`src/rtl/cmd_ring_pkg.sv`:
```
package cmd_ring_pkg;

   typedef enum logic [1:0] {
      FS_IDLE,
      FS_REQ,
      FS_WAIT,
      FS_SHOW
   } fetch_state_t;

   localparam int PTR_W = 8;

   localparam logic [1:0] W_BASE_LO = 2'd0;
   localparam logic [1:0] W_BASE_HI = 2'd1;
   localparam logic [1:0] W_PTRS    = 2'd2;
   localparam logic [1:0] W_CTRL    = 2'd3;

   // wrap mask for a size select code
   function automatic logic [PTR_W-1:0] size_mask(input logic [1:0] sel);
      case (sel)
         2'b00:   size_mask = 8'h01;
         2'b01:   size_mask = 8'h0F;
         default: size_mask = 8'hFF;
      endcase
   endfunction

   function automatic logic [31:0] byte_merge(input logic [31:0] old_v,
                                              input logic [31:0] new_v,
                                              input logic [3:0]  strb);
      logic [31:0] r;
      r = old_v;
      for (int i = 0; i < 4; i++)
         if (strb[i]) r[8*i +: 8] = new_v[8*i +: 8];
      return r;
   endfunction

endpackage

```
`src/rtl/cmd_ring_regs.sv`:
```
module cmd_ring_regs
   import cmd_ring_pkg::*;
#(
   parameter int         ADDR_W    = 64,
   parameter logic [2:0] SIZE_CAPS = 3'b111
) (
   input  logic              clk,
   input  logic              rst_n,
   input  logic [1:0]        reg_word,
   input  logic              reg_wr_en,
   input  logic [3:0]        reg_wr_strb,
   input  logic [31:0]       reg_wr_data,
   output logic [31:0]       reg_rd_data,
   input  logic              run_act,
   input  logic [PTR_W-1:0]  rd_ptr,
   input  logic              rst_done,
   output logic [ADDR_W-1:0] base_addr,
   output logic [PTR_W-1:0]  wr_ptr,
   output logic [1:0]        size_sel,
   output logic              run_req,
   output logic              ptr_rst_hold
);

   localparam int HI_W = ADDR_W - 32;
   localparam logic [1:0] DEF_SEL = SIZE_CAPS[2] ? 2'b10 :
                                    SIZE_CAPS[1] ? 2'b01 : 2'b00;

   if (ADDR_W <= 32 || ADDR_W > 64) begin : g_bad_addr_w
      $error("cmd_ring_regs: ADDR_W must lie in 33..64");
   end
   if (SIZE_CAPS == 3'b000) begin : g_bad_caps
      $error("cmd_ring_regs: at least one size must be advertised");
   end

   // select codes this instance accepts
   logic [3:0] sel_ok;
   for (genvar g = 0; g < 3; g++) begin : g_sel_ok
      assign sel_ok[g] = SIZE_CAPS[g];
   end
   assign sel_ok[3] = 1'b0;

   logic [31:0] base_lo_q, base_hi_q;
   logic        locked;
   logic [31:0] lo_new;

   assign locked = run_req | run_act;
   assign lo_new = byte_merge(base_lo_q, reg_wr_data, reg_wr_strb);

   always_ff @(posedge clk) begin
      if (!rst_n) begin
         base_lo_q    <= '0;
         base_hi_q    <= '0;
         wr_ptr       <= '0;
         size_sel     <= DEF_SEL;
         run_req      <= 1'b0;
         ptr_rst_hold <= 1'b0;
      end else if (reg_wr_en) begin
         case (reg_word)
            W_BASE_LO: if (!locked) base_lo_q <= {lo_new[31:7], 7'b0};
            W_BASE_HI: if (!locked) base_hi_q <= byte_merge(base_hi_q, reg_wr_data, reg_wr_strb);
            W_PTRS: begin
               if (reg_wr_strb[0]) wr_ptr       <= reg_wr_data[7:0];
               if (reg_wr_strb[3]) ptr_rst_hold <= reg_wr_data[31];
            end
            default: begin
               if (reg_wr_strb[0]) run_req <= reg_wr_data[1];
               if (reg_wr_strb[2] && !locked && sel_ok[reg_wr_data[17:16]])
                  size_sel <= reg_wr_data[17:16];
            end
         endcase
      end
   end

   assign base_addr = {base_hi_q[HI_W-1:0], base_lo_q};

   always_comb begin
      case (reg_word)
         W_BASE_LO: reg_rd_data = base_lo_q;
         W_BASE_HI: reg_rd_data = base_hi_q;
         W_PTRS:    reg_rd_data = {rst_done, 7'b0, rd_ptr, 8'h00, wr_ptr};
         default:   reg_rd_data = {8'h00, 1'b0, SIZE_CAPS, 2'b00, size_sel,
                                   8'h00, 6'b0, run_act, 1'b0};
      endcase
   end

endmodule

```
`src/rtl/cmd_ring_fetch_eng.sv`:
```
module cmd_ring_fetch_eng
   import cmd_ring_pkg::*;
#(
   parameter int ADDR_W = 64
) (
   input  logic              clk,
   input  logic              rst_n,
   input  logic [ADDR_W-1:0] base_addr,
   input  logic [PTR_W-1:0]  wr_ptr,
   input  logic [1:0]        size_sel,
   input  logic              run_req,
   input  logic              ptr_rst_hold,
   output logic              mem_req_valid,
   input  logic              mem_req_ready,
   output logic [ADDR_W-1:0] mem_req_addr,
   input  logic              mem_rsp_valid,
   input  logic [31:0]       mem_rsp_data,
   output logic              cmd_valid,
   input  logic              cmd_ready,
   output logic [31:0]       cmd_data,
   output logic [PTR_W-1:0]  rd_ptr,
   output logic              run_act,
   output logic              rst_done
);

   fetch_state_t     state;
   logic [PTR_W-1:0] mask, nxt_ptr;
   logic             empty, idle;

   assign mask    = size_mask(size_sel);
   assign nxt_ptr = (rd_ptr + 8'd1) & mask;
   assign empty   = (rd_ptr == (wr_ptr & mask));
   assign idle    = (state == FS_IDLE);

   always_ff @(posedge clk) begin
      if (!rst_n) begin
         state    <= FS_IDLE;
         rd_ptr   <= '0;
         run_act  <= 1'b0;
         rst_done <= 1'b0;
         cmd_data <= '0;
      end else begin
         rst_done <= ptr_rst_hold & idle;
         case (state)
            FS_IDLE: begin
               run_act <= run_req;
               if (ptr_rst_hold)
                  rd_ptr <= '0;
               else if (run_act && run_req && !empty)
                  state <= FS_REQ;
            end
            FS_REQ:  if (mem_req_ready) state <= FS_WAIT;
            FS_WAIT: if (mem_rsp_valid) begin
               cmd_data <= mem_rsp_data;
               state    <= FS_SHOW;
            end
            default: if (cmd_ready) begin
               rd_ptr <= nxt_ptr;
               state  <= FS_IDLE;
            end
         endcase
      end
   end

   assign mem_req_valid = (state == FS_REQ);
   assign cmd_valid     = (state == FS_SHOW);
   assign mem_req_addr  = base_addr + {{(ADDR_W-PTR_W-2){1'b0}}, nxt_ptr, 2'b00};

endmodule

```
`src/rtl/cmd_ring_fetch.sv`:
```
module cmd_ring_fetch
   import cmd_ring_pkg::*;
#(
   parameter int         ADDR_W    = 64,
   parameter logic [2:0] SIZE_CAPS = 3'b111
) (
   input  logic              clk,
   input  logic              rst_n,
   input  logic [1:0]        reg_word,
   input  logic              reg_wr_en,
   input  logic [3:0]        reg_wr_strb,
   input  logic [31:0]       reg_wr_data,
   output logic [31:0]       reg_rd_data,
   output logic              mem_req_valid,
   input  logic              mem_req_ready,
   output logic [ADDR_W-1:0] mem_req_addr,
   input  logic              mem_rsp_valid,
   input  logic [31:0]       mem_rsp_data,
   output logic              cmd_valid,
   input  logic              cmd_ready,
   output logic [31:0]       cmd_data
);

   logic [ADDR_W-1:0] base_addr;
   logic [PTR_W-1:0]  wr_ptr, rd_ptr;
   logic [1:0]        size_sel;
   logic              run_req, run_act, ptr_rst_hold, rst_done;

   cmd_ring_regs #(.ADDR_W(ADDR_W), .SIZE_CAPS(SIZE_CAPS)) u_regs (
      .clk          (clk),
      .rst_n        (rst_n),
      .reg_word     (reg_word),
      .reg_wr_en    (reg_wr_en),
      .reg_wr_strb  (reg_wr_strb),
      .reg_wr_data  (reg_wr_data),
      .reg_rd_data  (reg_rd_data),
      .run_act      (run_act),
      .rd_ptr       (rd_ptr),
      .rst_done     (rst_done),
      .base_addr    (base_addr),
      .wr_ptr       (wr_ptr),
      .size_sel     (size_sel),
      .run_req      (run_req),
      .ptr_rst_hold (ptr_rst_hold)
   );

   cmd_ring_fetch_eng #(.ADDR_W(ADDR_W)) u_eng (
      .clk           (clk),
      .rst_n         (rst_n),
      .base_addr     (base_addr),
      .wr_ptr        (wr_ptr),
      .size_sel      (size_sel),
      .run_req       (run_req),
      .ptr_rst_hold  (ptr_rst_hold),
      .mem_req_valid (mem_req_valid),
      .mem_req_ready (mem_req_ready),
      .mem_req_addr  (mem_req_addr),
      .mem_rsp_valid (mem_rsp_valid),
      .mem_rsp_data  (mem_rsp_data),
      .cmd_valid     (cmd_valid),
      .cmd_ready     (cmd_ready),
      .cmd_data      (cmd_data),
      .rd_ptr        (rd_ptr),
      .run_act       (run_act),
      .rst_done      (rst_done)
   );

endmodule

```
`config.mk`:
```
export PLATFORM = sky130hd
export DESIGN_NAME = cmd_ring_fetch
export DESIGN_NICKNAME = d
export VERILOG_FILES = /design/src/rtl/cmd_ring_pkg.sv /design/src/rtl/cmd_ring_regs.sv /design/src/rtl/cmd_ring_fetch_eng.sv /design/src/rtl/cmd_ring_fetch.sv
export SDC_FILE = /design/constraint.sdc
export NUM_CORES = 1
export LEC_CHECK = 0
export BUFFER_PORTS_ARGS = -buffer_cell sky130_fd_sc_hd__buf_2
export CORE_ASPECT_RATIO = 1.4
export CORE_MARGIN = 2
export CORE_UTILIZATION = 45
export DETAILED_ROUTE_END_ITERATION = 10
export GPL_TIMING_DRIVEN = 0
export PLACE_DENSITY = 0.74
export RECOVER_POWER = 100
export SKIP_LAST_GASP = 1
export SYNTH_ARGS = -nofsm -noshare
export SYNTH_HDL_FRONTEND = slang
export SYNTH_SLANG_ARGS = --single-unit
```
`constraint.sdc`:
```
create_clock -name clk -period 3.6 [get_ports clk]
set_input_delay 0.72 -clock clk [delete_from_list [all_inputs] [get_ports clk]]
set_output_delay 0.72 -clock clk [all_outputs]
set_load 0.005 [all_outputs]
```
* Yosys cells after proc, flatten, opt, wreduce, memory -nomap -nowiden
Index checks and enable logic that the tools add are counted. W data, S select, Z words.
Word-level totals: word-level logic and storage cells 80, bits of input ports 76, output and inout port bits 130, register bits after elaboration 113
Operators by class: muxes and demuxes 13, order comparisons 1, add/subtract/negate cells 2, bitwise operators 7, equality and inequality tests 12, reduce and logical (&&, ||, !) cells 28
Operator list (count):
- $pmux W32 S3 | 1
- $add A64 B10 Y64 | 1
- $pmux W8 S2 | 2
- $reduce_and A4 Y1 | 8
- $and A8 B8 Y8 | 2
- $mux W8 | 2
- $reduce_and A3 Y1 | 5
- $mux W2 | 5
- $add A8 B1 Y8 const B | 1
- $eq A8 B8 Y1 | 1
- $ne A2 B2 Y1 const B | 4
- $eq A2 B1 Y1 const B | 3
- $eq A2 B2 Y1 const B | 3
- $logic_not A2 Y1 | 3
- $pmux W2 S3 | 1
- $reduce_and A5 Y1 | 1
- $logic_and A1 B1 Y1 | 4
- $reduce_bool A4 Y1 | 1
- $lt A2 B3 Y1 const B | 1
- $not A1 Y1 | 3
- $reduce_or A3 Y1 | 1
- $bmux W1 S2 | 1
- $logic_not A1 Y1 | 2
- $ne A2 B1 Y1 const B | 1
- 6 further kinds | 6

* Logic depth before layout (Yosys ltp)
Gate-level depths: netlist of the first run.
word-level depth 9, mapped depth 13, gate-level depth less buffers 10

* By module
From an unflattened synthesis of the first run, not the netlist that was laid out.
Unflattened totals: cell total of the unflattened synthesis 846, area total of the unflattened synthesis 7138.1 um2
Modules (own cells, without submodules):
- cmd_ring_fetch_eng | cells each 484, area each 3791.1 um2, instances 1, sequential area each 880.8 um2
- cmd_ring_regs | cells each 362, area each 3347.0 um2, instances 1, sequential area each 1381.3 um2

* Worst setup path before layout of the first run
OpenSTA, ideal clock, no wires.
path type reg2out, start point register u_eng.rd_ptr[2], end point output port mem_req_addr[23], path buffers 3, cell stages (with the launch flop) 14, slack 0.098 ns, required time 2.880 ns, arrival time 2.782 ns, path through dfxtp_1 clkbuf_1 nand3_1 or3_1 a21oi_1 ha_1 fa_1 a21o_1 clkbuf_1 and3_1 clkbuf_1 nand2b_1 nor2_1 xor2_1
Between the ends: longest elaborated chain between the ends 3
RTL lines:
- start, declared | line cmd_ring_fetch_eng.sv:21 | output logic [PTR_W-1:0] rd_ptr,
- start signal, assigned | line cmd_ring_fetch_eng.sv:58 | rd_ptr <= nxt_ptr;
- $add A8 B1 Y8 | line cmd_ring_fetch_eng.sv:31 | assign nxt_ptr = (rd_ptr + 8'd1) & mask;
- $and A8 B8 Y8 | line cmd_ring_fetch_eng.sv:31
- $add A64 B10 Y64 | line cmd_ring_fetch_eng.sv:67 | assign mem_req_addr = base_addr + {{(ADDR_W-PTR_W-2){1'b0}}, nxt_ptr, 2'b00};
- end, declared | line cmd_ring_fetch.sv:16 | output logic [ADDR_W-1:0] mem_req_addr,
No other way between the ends.

* Worst setup path after layout of the first run
start point register u_eng.rd_ptr[0], end point output port mem_req_addr[54]
Same word-level chain as after synthesis.

==> results.md, run 1 <==
| Stage | Metric | This run |
| --- | --- | --- |
| routing | Wire per inst | 19.3 µm |
| cells and area | Utilization after layout | 64.5% |
| setup path | Class of the most critical setup path | reg2out |
| setup path | Capturing element type of the critical path | output port |
| setup path | CP cell instances | ha_4, nand2_2, or3_4, a21oi_4, buf_6, ha_4, a21o_1, a21oi_4, nor4_4, buf_4, buf_8, nand3_4, xnor2_2, buf_2 |
| floorplan | Area enclosed by the die boundary | 15300 µm² |
| yosys | Seq cells post-synth | 113 |
| sta | RSZ-0062 raised after global routing | yes |
| yosys | Top cell type by total area after synthesis | dfxtp_1 |
| place | # port buffers | 201 |
| yosys | Most frequently used cell type in the post-synthesis netlist | nand2_1 |
| floorplan | Height of the chip | 146 µm |
| hold path | Tightest Hold Check Type | reg2reg |
| sta | Max-slew violation count | 0 |
| status | Result of the run | finished, violations left |
| sta | Total count of hold-check failures in the final report | 0 |
| sta | Least-Margin Pin Slew | 1.08 ns |
| floorplan | Initial Utilization | 46.1% |
| power | PD cells | 370 nW/µm² |
| setup path | Critical-path top delay cell | dfxtp_4 |
| routing | Count of antenna-violating nets left after detailed routing | 0 |
| routing | Drt via density | 5.66 |
| clock network | TritonCTS clock tree | done |
| clock network | Maximum clock path buffer count | 2 |
| grt | Leftover overflow at the end of global routing | 0 |
| job | Count of maximum capacitance violations | 0 |
| sta | Setup violations, final | 37 |
| sta | Period utilisation layout | 109% |
| yosys | Sequential-to-total area share from yosys stat | 35.1% |
| sta | Fin worst setup slack | -0.328 ns |
| clock network | Number of clock buffers inserted by TritonCTS | 17 |
| cells and area | Final Non-Filler Cells | 1212 |
| clock network | Count of clock tree sinks | 113 |
| sta | Maximum frequency from static timing analysis | 255 MHz |
| yosys | Count of warnings emitted by yosys | 0 |
| cells and area | Diodes inserted | 0 |
| floorplan | Top Ports | 206 |
| power | Standby leakage power | 3.81 nW |
| setup path | Gate family responsible for the most delay along the worst path | simple AND/OR/NAND/NOR gates |
| floorplan | Floorplan core area | 14000 µm² |
| setup path | Buf/Inv on CP | 4 |
| place | DP Wirelength | 16.1 mm |
| setup path | Largest driver fanout on the critical path | 5 |
| grt | Wire length of the first global-routing pass | 34.8 mm |
| sta | Post-route setup TNS | -6.22 ns |
| cells and area | Layout Area Growth over Synthesis | 39.9% |
| yosys | Area fraction of the dominant cell type after synthesis | 35.1% |
| cells and area | Fraction of layout cells with a size suffix above 1 | 31.8% |
| power | Worst ir drop on vdd | 305 µV |
| clock network | Root buffer cell | clkbuf_16 |
| cells and area | Fin area | 9020 µm² |
| setup path | Crit path largest cell delay | 0.38 ns |
| yosys | Number of flops mapped to enable cells by yosys | 0 |
| yosys | Fraction of synthesis flops using an asynchronous set or reset pin | 0% |
| sta | Final critical delay including setup and external delays | 3.93 ns |
| routing | DR DRC count | 0 |
| clock network | Worst skew pair latency | 0.43 ns |
| floorplan | Number of cell rows | 51 |
| yosys | Commonest cells in the synthesized netlist | nand2_1, dfxtp_1, mux2i_1, a21boi_0, nor2b_1 |
| yosys | Average cell area after synthesis | 8.40 µm² |
| cells and area | Net count reported at finish | 1100 |
| yosys | Leading cell types by total area after synthesis | dfxtp_1, mux2i_1, nand2_1 |
| routing | Detailed Route WL | 23.4 mm |
| status | Violated checks | setup timing |
| yosys | Gate Count Post-Synth | 767 |
| sta | Clock tree skew after final layout | 0.0128 ns |
| grt | Antenna violations before repair | 0 |
| setup path | WP data required | 2.88 ns |
| place | Total cell area at the placement stage | 7680 µm² |
| yosys | Combined area of all synthesized cells | 6440 µm² |
| yosys | Library cells used by synthesis | 52 |
| clock network | Clock transition at the register clock pins on the worst setup and hold paths after CTS | 0.05 ns |
| yosys | Synth Flop Type | dfxtp_1 |
| setup path | Launching element type of the critical path | flop |
| place | Last weighted congestion value of the routability-driven placer | 0.935 |
| place | # placed instances | 1154 |
| setup path | Endpoint arrival time on the critical path | 3.21 ns |
| sta | Slew Limit Headroom | 27.9% |
| routing | Via count | 6856 |
| routing | Pre-antenna DRT Iters | 5 |
| floorplan | Die X | 105 µm |
| sta | Smallest hold slack | 0.459 ns |
| grt | Pin count of the biggest net entering global routing | 17 |
| grt | Gr usage total | 29.1% |
| routing | Number of DRC markers in iteration 0 | 515 |
| grt | Via count of the first global-routing pass | 6654 |
| clock network | CTS HTree Levels | 4 |
## registers in the layout, summed over array words and instances, names as in the netlist
name,count
u_regs.base_hi_q,32
u_eng.state,2
u_regs.base_lo_q,25
u_eng.rst_done,1
u_regs.wr_ptr,8
u_regs.ptr_rst_hold,1
u_eng.cmd_data,32
u_eng.rd_ptr,8
u_eng.run_act,1
u_regs.size_sel,2
u_regs.run_req,1
## per-layer routing
metal / routed length, µm / GRT usage (%) / part of all wire (%) / up-vias
li1: - / - / - / 3148
met1: 8470 / 31.8 / 36 / 3214
met2: 11500 / 50.9 / 49 / 388
met4: 1480 / 16.7 / 6.3 / 0
met3: 1980 / 6.99 / 8.4 / 106
met5: 0 / 0 / 0 / -
## power by group
group          leakage, nW  internal, W  switching [W]
combinational         2.59     0.000110       0.000135
sequential           0.918      0.00126      0.0000289
clock                0.299      0.00119       0.000615
total                 3.81      0.00256       0.000779
## through the flow
stage / setup slack, ns / total power (W)
after global placement: -0.784 / 0.00155
after detailed placement: -0.819 / 0.00155
after global routing: -0.385 / 0.00341
after floorplan: 0.0977 / 0.00143
final: -0.328 / 0.00334
after CTS: -0.256 / 0.00332
## cells by family after synthesis
logic type	synth area share, %
buffers and inverters	3.46
other	0.0582
flip-flops	35.1
AO/OA/AOI/OAI	13.2
AND/OR/NAND/NOR	26.4
adder cells (fa/ha/maj)	1.86
multiplexers	11.5
XOR/XNOR	8.43
## path summary, 6_finish.rpt
check | start | endpoint | slack, ns | cells past startpoint
setup reg to reg | u_eng.state[0]$_SDFFE_PN0P_ | u_eng.state[1]$_SDFFE_PN0P_ | 1.30 | 7
hold reg to reg | u_eng.cmd_data[0]$_SDFFE_PN0P_ | u_eng.cmd_data[0]$_SDFFE_PN0P_ | 0.46 | 2
hold / removal | u_eng.cmd_data[0]$_SDFFE_PN0P_ | u_eng.cmd_data[0]$_SDFFE_PN0P_ | 0.46 | 2
setup / recovery | u_eng.rd_ptr[0]$_SDFFE_PN0P_ | mem_req_addr[54] | -0.33 | 14
## repair_timing
item,4_1_cts,5_1_grt
hold buffers,0,0
setup endpoints to repair,54,49
resized for setup,61,48
buffers inserted,24,9
pin swaps,16,22
cloned,1,0
## worst min-delay path, delay by kind of cell, from the launching register on
kind / cells / cell delay (ns)
and+or+nand+nor: 1 / 0.04
DFF: 1 / 0.30
AOI/OAI and AO/OA: 1 / 0.06
## layout make-up
type / instances / area [µm²]
Clock buffer: 21 / 460
Clock inverter: 10 / 159
Tap cell: 185 / 231
Buffer: 39 / 169
Inverter: 8 / 30.0
Fill cell: 1161 / 4960
Timing Repair Buffer: 235 / 1270
Multi-Input combinational cell: 601 / 4410
Sequential cell: 113 / 2290
## layout by cell type, fill, tap and decap left out, types with 4 or more instances in the layout
cell type,instances
a21boi_0,60
a21o_1,4
a22o_1,6
a22oi_1,6
and3_1,11
and4_1,9
buf_2,183
buf_4,28
buf_6,7
bufinv_16,4
clkbuf_1,56
clkbuf_16,17
dfxtp_1,106
dfxtp_4,7
ha_1,4
ha_4,4
inv_1,8
mux2_2,4
mux2i_1,65
nand2_1,127
nand2_2,6
nand3_1,20
nand3_4,7
nand4_1,19
nor2_1,39
nor2b_1,54
nor3_2,4
o21ai_0,26
xnor2_1,30
xnor2_2,15
xor2_1,16
(Power assumes the default switching activity.)
==> inputs of run 2 (changes only) <==
--- a/config.mk
+++ b/config.mk
@@ -17,3 +17,4 @@
 export SYNTH_ARGS = -nofsm -noshare
 export SYNTH_HDL_FRONTEND = slang
 export SYNTH_SLANG_ARGS = --single-unit
+export TNS_END_PERCENT = 1
==> results.md, run 2 (synthesized netlist as in run 1, its figures left out) <==
| Stage | Metric | This run |
| --- | --- | --- |
| job | Count of maximum capacitance violations | 0 |
| routing | Number of DRC markers in iteration 0 | 401 |
| clock network | Number of clock buffers inserted by TritonCTS | 17 |
| routing | DR DRC count | 0 |
| setup path | Reg-to-reg startpoint | u_eng.state[0]$_SDFFE_PN0P_ |
| sta | Final critical delay including setup and external delays | 3.93 ns |
| sta | Least-Margin Pin Slew | 1.03 ns |
| place | Total cell area at the placement stage | 7680 µm² |
| cells and area | Commonest non-fill, non-tap cell in the layout | buf_2 |
| floorplan | Die X | 105 µm |
| place | DP Wirelength | 16.1 mm |
| sta | Total count of hold-check failures in the final report | 0 |
| clock network | CTS HTree Levels | 4 |
| grt | Leftover overflow at the end of global routing | 0 |
| floorplan | Number of cell rows | 51 |
| place | # port buffers | 201 |
| power | Part of the total power dissipated in combinational logic | 7.1% |
| routing | Wire per inst | 18.2 µm |
| cells and area | Fraction of layout cells with a size suffix above 1 | 23.4% |
| sta | Slew Limit Headroom | 31.0% |
| sta | Setup violations, final | 37 |
| setup path | Endpoint arrival time on the critical path | 3.21 ns |
| floorplan | Top Ports | 206 |
| routing | Via count | 6568 |
| clock network | Clock transition at the register clock pins on the worst setup and hold paths after CTS | 0.05 ns |
| setup path | Largest driver fanout on the critical path | 7 |
| power | Sum of internal, switching and leakage power | 0.00331 W |
| cells and area | Top library cells by usage in the layout, fill and taps aside | buf_2, nand2_1, dfxtp_1 |
| grt | Via count of the first global-routing pass | 6463 |
| power | Standby leakage power | 3.32 nW |
| cells and area | Diodes inserted | 0 |
| cells and area | Layout Area Growth over Synthesis | 30.3% |
| cells and area | Utilization after layout | 60.1% |
| setup path | Launching element type of the critical path | flop |
| power | Worst ir drop on vdd | 315 µV |
| setup path | Start point of the critical path | u_eng.rd_ptr[1]$_SDFFE_PN0P_ |
| floorplan | Area enclosed by the die boundary | 15300 µm² |
| clock network | TritonCTS clock tree | done |
| sta | Period utilisation layout | 109% |
| power | Clock share of power | 54.0% |
| hold path | Tightest Hold Check Type | reg2reg |
| sta | Fin worst setup slack | -0.335 ns |
| floorplan | Height of the chip | 146 µm |
| setup path | WP data required | 2.88 ns |
| power | Internal | 0.00256 W |
| power | Net switching fraction of the power | 22.9% |
| routing | Detailed Route WL | 21.7 mm |
| clock network | Root buffer cell | clkbuf_16 |
| routing | Count of antenna-violating nets left after detailed routing | 0 |
| power | Power share of the sequential group | 38.9% |
| grt | Pin count of the biggest net entering global routing | 17 |
| grt | Gr usage total | 28.1% |
| sta | Maximum frequency from static timing analysis | 254 MHz |
| clock network | Maximum clock path buffer count | 2 |
| status | Violated checks | setup timing |
| sta | Max-slew violation count | 0 |
| cells and area | Largest registers in the final layout | u_eng.cmd_data (32), u_regs.base_hi_q (32), u_regs.base_lo_q (25) |
| status | Result of the run | finished, violations left |
| setup path | Class of the most critical setup path | reg2out |
| cells and area | Fin area | 8400 µm² |
| sta | Smallest hold slack | 0.460 ns |
| place | Last weighted congestion value of the routability-driven placer | 0.935 |
| cells and area | Net count reported at finish | 1078 |
| clock network | Worst skew pair latency | 0.42 ns |
| grt | Wire length of the first global-routing pass | 33.7 mm |
| floorplan | Initial Utilization | 46.1% |
| grt | Antenna violations before repair | 0 |
| routing | Drt via density | 5.52 |
| clock network | Count of clock tree sinks | 113 |
| power | P_sw | 0.000757 W |
| sta | Clock tree skew after final layout | 0.0109 ns |
| routing | Pre-antenna DRT Iters | 6 |
| hold path | Critical hold path startpoint | u_eng.cmd_data[0]$_SDFFE_PN0P_ |
| floorplan | Floorplan core area | 14000 µm² |
| clock network | Cts hold-fix bufs | 0 |
| power | PD cells | 395 nW/µm² |
| sta | RSZ-0062 raised after global routing | yes |
| setup path | Capturing element type of the critical path | output port |
| sta | Post-route setup TNS | -6.68 ns |
-- run 2: cell count changes in the layout (fill, tap and decap cells not counted), moves of 3 or more --
cell	delta
buf_2	-34
buf_4	-15
buf_6	-7
clkbuf_1	+28
clkbuf_2	+7
ha_4	-3
nand2_1	+7
nand2_2	-5
nand3_1	+6
nand3_4	-5
nor2_1	+3
xnor2_1	+16
xnor2_2	-15
-- run 2: layout make-up --
type / count / area [µm²]
timing repair buffer: 212 / 1020
clock buffer: 21 / 460
buffer: 40 / 166
fill: 1268 / 5580
tap: 185 / 231
sequential: 113 / 2280
multi-input combinational: 601 / 4040
clock inverter: 10 / 159
inverter: 8 / 30.0
-- run 2: critical path, stage by stage (launching register included) --
cell and delay (ns):
dfxtp_4 0.38, nand3_4 0.10, or3_1 0.34, a21oi_2 0.18
ha_2 0.23, fa_2 0.21, a21o_1 0.18, nand2_2 0.09
or4_4 0.51, nor3_2 0.21, xor2_1 0.22, buf_2 0.15
-- run 2: repair_timing --
item | 4_1_cts | 5_1_grt
pin swaps | 6 | 0
setup endpoints to repair | 54 | 50
gates resized for setup | 30 | 4
buffers inserted | 11 | 0
-- run 2: power groups by stage --
stage	Clock, W	Sequential [W]	Combinational [W]
after global routing	0.00185	0.00129	0.000253
final	0.00179	0.00129	0.000236
after global placement	0	0.00132	0.000231
after detailed placement	0	0.00132	0.000233
after floorplan	0	0.00131	0.000121
after CTS	0.00179	0.00129	0.000235
-- run 2: layer usage --
metal / GRT usage (%) / part of all wire [%] / routed length, µm / up-vias
li1: - / - / - / 3100
met1: 31.0 / 38 / 8240 / 3082
met2: 49.8 / 51 / 11000 / 317
met3: 6.36 / 6.9 / 1500 / 69
met4: 14.9 / 4.5 / 972 / 0
met5: 0 / 0 / 0 / -
-- run 2: per-stage QoR --
step | worst slack, ns | cells
floorplan | 0.0977 | 768
global placement | -0.784 | 1154
detailed placement | -0.819 | 1154
CTS | -0.300 | 1190
global route | -0.412 | 1190
finish | -0.335 | 1190
-- run 2: worst paths after layout --
path / depth (start not counted) / to / slack [ns]
max reg2reg: 7 / u_eng.state[1]$_SDFFE_PN0P_ / 1.30
min: 2 / u_eng.cmd_data[0]$_SDFFE_PN0P_ / 0.46
min reg2reg: 2 / u_eng.cmd_data[0]$_SDFFE_PN0P_ / 0.46
max: 11 / mem_req_addr[59] / -0.33
